===== config.mk =====
export PLATFORM = sky130hd
export DESIGN_NAME = dma_regfile
export DESIGN_NICKNAME = d
export VERILOG_FILES = /design/src/rtl/dma_regfile.sv
export SDC_FILE = /design/constraint.sdc
export NUM_CORES = 1
export LEC_CHECK = 0
export BUFFER_PORTS_ARGS = -buffer_cell sky130_fd_sc_hd__buf_2
export CAP_MARGIN = 10
export CORE_MARGIN = 2
export CORE_UTILIZATION = 35
export CTS_BUF_LIST = sky130_fd_sc_hd__clkbuf_16
export DETAILED_ROUTE_END_ITERATION = 8
export SYNTH_ARGS = -nofsm -noshare
export SYNTH_HDL_FRONTEND = slang
export SYNTH_SLANG_ARGS = --single-unit

===== constraint.sdc =====
create_clock -name clk -period 3.8 [get_ports clk]
set_input_delay 1.14 -clock clk [delete_from_list [all_inputs] [get_ports clk]]
set_output_delay 1.14 -clock clk [all_outputs]
set_load 0.05 [all_outputs]

===== src/rtl/dma_regfile.sv =====
module dma_regfile #(
  parameter int NCH = 4,
  parameter int AW  = 4,
  parameter int DW  = 8
) (
  input  logic                        clk,
  input  logic                        rst_n,
  input  logic [AW-1:0]               addr,
  input  logic                        wr_en,
  input  logic                        rd_en,
  input  logic [DW-1:0]               wdata,
  output logic [DW-1:0]               rdata,
  output logic [NCH-1:0]              mask_o,
  output logic [NCH*(DW-$clog2(NCH))-1:0] mode_o
);
  localparam int CHW = $clog2(NCH);
  localparam int MW  = DW - CHW;
  localparam int RW  = 2 * DW;
  localparam logic [AW-1:0] OFF_SMASK  = AW'(4'hA);
  localparam logic [AW-1:0] OFF_MODE   = AW'(4'hB);
  localparam logic [AW-1:0] OFF_CLRPTR = AW'(4'hC);
  localparam logic [AW-1:0] OFF_CLRMSK = AW'(4'hE);
  localparam logic [AW-1:0] OFF_MSKALL = AW'(4'hF);

  logic [RW-1:0]  addr_q [NCH];
  logic [RW-1:0]  cnt_q  [NCH];
  logic [MW-1:0]  mode_q [NCH];
  logic [NCH-1:0] mask_q;
  logic           ptr_q;

  wire            ch_acc = addr < AW'(2 * NCH);
  wire [CHW-1:0]  ch     = addr[CHW:1];
  wire            is_cnt = addr[0];
  wire [CHW-1:0]  cmd_ch = wdata[CHW-1:0];
  wire            acc    = (rd_en || wr_en) && ch_acc;
  wire            clr    = wr_en && addr == OFF_CLRPTR;
  wire [RW-1:0]   sel    = is_cnt ? cnt_q[ch] : addr_q[ch];

  assign rdata  = (rd_en && ch_acc) ? (ptr_q ? sel[RW-1:DW] : sel[DW-1:0]) : '0;
  assign mask_o = mask_q;

  for (genvar g = 0; g < NCH; g++) begin : g_mode
    assign mode_o[g*MW +: MW] = mode_q[g];
  end

  always_ff @(posedge clk) begin
    if (!rst_n) begin
      for (int i = 0; i < NCH; i++) begin
        addr_q[i] <= '0;
        cnt_q[i]  <= '0;
        mode_q[i] <= '0;
      end
      mask_q <= '1;
      ptr_q  <= 1'b0;
    end else begin
      if (clr)      ptr_q <= 1'b0;
      else if (acc) ptr_q <= ~ptr_q;
      if (wr_en) begin
        if (ch_acc) begin
          if (is_cnt) begin
            if (ptr_q) cnt_q[ch][RW-1:DW] <= wdata;
            else       cnt_q[ch][DW-1:0]  <= wdata;
          end else begin
            if (ptr_q) addr_q[ch][RW-1:DW] <= wdata;
            else       addr_q[ch][DW-1:0]  <= wdata;
          end
        end
        case (addr)
          OFF_SMASK:  mask_q[cmd_ch] <= wdata[CHW];
          OFF_MODE:   mode_q[cmd_ch] <= wdata[DW-1:CHW];
          OFF_CLRMSK: mask_q <= '0;
          OFF_MSKALL: mask_q <= wdata[NCH-1:0];
          default: ;
        endcase
      end
    end
  end


  ptr_toggle_chk: assert property (@(posedge clk) disable iff (!rst_n)
    acc |=> ptr_q != $past(ptr_q));

  ptr_hold_chk: assert property (@(posedge clk) disable iff (!rst_n)
    (!acc && !clr) |=> $stable(ptr_q));

  ptr_clear_chk: assert property (@(posedge clk) disable iff (!rst_n)
    clr |=> !ptr_q);

  mask_clear_chk: assert property (@(posedge clk) disable iff (!rst_n)
    (wr_en && addr == OFF_CLRMSK) |=> mask_o == '0);

  mask_load_chk: assert property (@(posedge clk) disable iff (!rst_n)
    (wr_en && addr == OFF_MSKALL) |=> mask_o == $past(wdata[NCH-1:0]));

  rdata_idle_chk: assert property (@(posedge clk) disable iff (!rst_n)
    !rd_en |-> rdata == '0);
endmodule


After elaboration in Yosys (flattened, before gate mapping)
Memories as Yosys holds them, arrays and structs flattened.
Cells that the tools add are included.

word-level totals
  register bits after elaboration = 5
  memory bits (writable) = 152
  input port bits = 16
  output and inout port bits = 36
  logic and storage cells = 69
  memories kept = 3

memories
  memory  words  bits a word  rd ports  clocked after Yosys merged registers in  write ports  RTL line  text
  addr_q  4      16           1         0                                        4            25        logic [RW-1:0] addr_q [NCH];
  cnt_q   4      16           1         0                                        4            26        logic [RW-1:0] cnt_q [NCH];
  mode_q  4      6            4         0                                        4            27        logic [MW-1:0] mode_q [NCH];

operators by class
  order comparisons = 3
  eq/ne operators = 5
  multiplexer cells = 43
  bitwise operators = 2
  reduce and logical (&&, ||, !) cells = 11

operators with widths
  operator              count
  $mux W16              3
  $reduce_or A16 Y1     2
  $mux W1               29
  $eq A4 B4 Y1 const B  5
  $mux W8               2
  $pmux W4 S3           1
  $mux W2               5
  $mux W6               1
  $reduce_or A6 Y1      1
  $bwmux W4             1
  $logic_and A1 B1 Y1   4
  $lt A4 B4 Y1 const B  1
  $lt A2 B3 Y1 const B  1
  $reduce_bool A3 Y1    1
  $demux W1 S2          1
  $ge A2 B1 Y1 const B  1
  $not A1 Y1            2
  $reduce_and A2 Y1     1
  $reduce_or A2 Y1      1
  $logic_or A1 B1 Y1    1

Logic depth before layout (Yosys ltp)
  depth in word-level cells = 8
  gate-level depth with buffers = 8
  gate-level depth less buffers = 4

Worst setup path after synthesis
Ideal clock, no wire load.

  path kind = input-to-output
  start = input port addr[1]
  end = output port rdata[0]
  arrival = 2.832 ns
  data required time = 2.660 ns
  slack = -0.172 ns
  cell stages on the path = 8
  path buffers = 4
  path through = buf_6 -> buf_6 -> buf_12 -> buf_8 -> mux2i_1 -> a22oi_1 -> nand3_1 -> o22ai_1

between the ends
  cells in the longest elaborated chain, start to end = 4
  elaborated cells between the ends (all ways) = 7
  those cells by class = 1 x order compare; 3 x mux; 1 x reduce/logical; 2 x memory

ends and longest elaborated chain
  item                                      RTL line  text
  start: declaration                        8         input logic [AW-1:0] addr,
  $mem_v2 Z4 W16, on equally long branches  --
  $mux W16                                  37        wire [RW-1:0] sel = is_cnt ? cnt_q[ch] : addr_q[ch];
  $mux W8                                   39        assign rdata = (rd_en && ch_acc) ? (ptr_q ? sel[RW-1:DW] : sel[DW-1:0]) : '0;
  $mux W8 *                                 39
  end: declaration                          12        output logic [DW-1:0] rdata,

Every way passes the cells marked *; elsewhere a longest branch is shown, timed or not.

Worst setup path after layout
Ends and elaborated chain as after synthesis.

==> reports/results.ini <==
[logic_synthesis]
syn_nets = 522
yosys_warnings = 0
synthFlopType = edfxtp_1
netlist_instances = 506
ys_seq_area_frac = 0.6675
synth_edf_count = 152
synth_area_sq_um = 6988
ys_types = 47
async_reset_ff_frac = 0
avgSynthCellArea_sq_um = 13.81
ys_ff_latch = 157

[worst_setup_path]
critPathCaptureType = output pin
cp.required_ps = 2660
cp_data_arrival_time_ps = 2650
path_class = primary input to output pin
crit_path_max_fanout = 9
critPathLaunchType = primary input

[power_and_ir_drop]
finalPower_uw = 4008
p_per_area_nw_per_um2 = 484.4
leakage_uw = 0.003118
ir_drop_v = 0.0003253

[global_routing]
antenna_found_initial = 0
grtUsageTotal = 0.1709
overflow = 0
grt_pass1_vias = 4423
grt_pass1_wl_um = 26470
grt_max_degree = 27

[clock_network]
root_buffer = clkbuf_16
cts_tree = built
htree_levels = 4
cts.sinks = 157
clock_latency_ps = 430
cts_max_path_buffers = 2
clk_pin_slew_ps = 60
cts_setup_buffers = 0
ctsResizeCount = 0
hold_buffers = 0
numCtsBuffers = 17

[sta]
finalCriticalPeriod_ps = 3788
worst_hold_slack_ps = 528.1
rsz0062_at_grt = true
finalCritPeriodShare = 0.9970
slew_violations = 0
tightest_slew_ps = 819.2
max_freq_ghz = 0.2640
hold_viol_final = 0
fin_tns_setup_ps = 0
slew_headroom = 0.4481
skew_ps = 5.806
setup_viol = 0

[run]
max_cap_violations = 0

[detailed_routing]
first_pass_iters = 6
wl_per_cell_um = 20.70
route.detailed.drc = 0
dr_total_vias = 4514
routed_via_density = 5.273
drt_wl_total_um = 17720
drt_first_iter_violations = 496
antenna_left = 0

[die]
design.die.area_sq_um = 21110
die_y_um = 145.3
pin_count = 52
die_w_um = 145.3
coreArea_sq_um = 19530
num_rows = 51
initial_core_util = 0.3579

[placed_design]
placedCellCount = 823
dpl.hpwl_um = 12640
io_buffers = 51
dpl_cell_area_sq_um = 7690
gp_congestion = 0.8763

[hold_path]
hold_path.class = flop to flop

[finish]
fin_area_sq_um = 8274
area_growth_pct = 18.41
drive_gt1_frac = 0.2441
num-fill-cells = 1834
layout.nets = 593
fin_cells = 856

[outcome]
status = completed

-- power by group --
part / switching (uW) / internal [uW] / total (uW)
clock: 692 / 962 / 1650
sequential: 25.7 / 1970 / 1990
combinational: 247 / 115 / 361
total: 964 / 3040 / 4010
-- area by class of cell --
type / count / area [sq um] / share of cell area
multi-input cells: 301 / 2145 / 0.2592
well taps: 265 / 331.6 / 0.04007
clock inverters: 15 / 150.1 / 0.01815
flip-flops and latches: 157 / 4664 / 0.5637
repair buffers: 78 / 473.0 / 0.05716
clock buffers: 17 / 425.4 / 0.05141
inverters: 22 / 82.58 / 0.009980
diodes: 1 / 2.502 / 0.0003024
-- cells in the final DEF (no fill, tap or decap), types with 2 or more instances in the layout --
cell	netlist	routed
a31oi_1	3	3
nand2b_1	4	4
o31ai_1	2	2
o21ai_0	11	11
clkinv_4	0	3
and2_1	2	2
nand4_1	5	5
a22oi_1	8	8
clkbuf_16	0	17
inv_1	22	23
nor2b_1	15	15
buf_4	0	26
mux4_1	9	9
dfxtp_1	5	5
clkinv_2	0	2
nor3_2	2	2
nand2_1	43	43
mux4_2	15	15
buf_2	6	50
bufinv_16	0	2
nand3_1	11	11
mux2i_1	24	23
clkinvlp_4	0	5
o211ai_1	2	2
o311ai_0	2	2
edfxtp_1	152	152
nor2_1	116	116
o22ai_2	0	8
-- cell usage after synthesis (3+ instances only) --
cell type | n | area, sq um
a22oi_1 | 8 | 60.06
o21ai_0 | 11 | 55.05
a31oi_1 | 3 | 18.77
buf_6 | 3 | 33.78
buf_1 | 3 | 11.26
inv_1 | 22 | 82.58
nor2_1 | 116 | 435.4
clkbuf_1 | 10 | 37.54
nand4_1 | 5 | 31.28
nand3_1 | 11 | 55.05
edfxtp_1 | 152 | 4564
o22ai_1 | 8 | 50.05
mux4_1 | 9 | 236.5
nor2b_1 | 15 | 93.84
buf_2 | 6 | 30.03
nand2_1 | 43 | 161.4
mux2i_1 | 24 | 240.2
nand2b_1 | 4 | 25.02
dfxtp_1 | 5 | 100.1
mux4_2 | 15 | 337.8
-- critical path, cell delays in order --
cell     delay, ps
buf_2          190
buf_4          250
mux4_1         580
nor2b_1        160
o22ai_2        110
buf_2          220
-- per-stage QoR --
| stage | util | setup slack (ps) |
|---|---|---|
| final | 0.4237 | 11.55 |
| after global routing | 0.4236 | -51.76 |
| after CTS | 0.4233 | 16.48 |
| after detailed placement | 0.3938 | 21.75 |
| after global placement | 0.3938 | 21.45 |
| after floorplan | - | 106.3 |
-- logic make-up after synthesis --
logic type / share of synthesized area
flip-flops: 0.6675
AND/OR/NAND/NOR: 0.1454
multiplexers: 0.1166
buffers and inverters: 0.03438
AO/OA/AOI/OAI: 0.03617
-- registers in the layout, indices dropped and copies added (netlist names), named ones only --
| register | count |
|---|---|
| addr_q | 64 |
| mode_q | 24 |
| ptr_q | 1 |
| cnt_q | 64 |
-- routing by layer --
layer,vias up,global-route usage,routed length (um)
met5,-,0,0
met4,0,0.06912,461
met3,41,0.03679,1309
met2,183,0.2600,8281
met1,2277,0.2399,7662
li1,2013,-,-
-- final timing paths --
check	cells past startpoint	start	slack [ps]	to
max	6	addr[1]	10	rdata[0]
min	2	flop	530	flop
max reg2reg	4	ptr_q$_SDFFE_PP0P_	1420	addr_q[1][8]$_SDFFCE_PN0P_
min reg2reg	2	flop	530	flop
No activity file was read; power rests on OpenSTA's default activity.
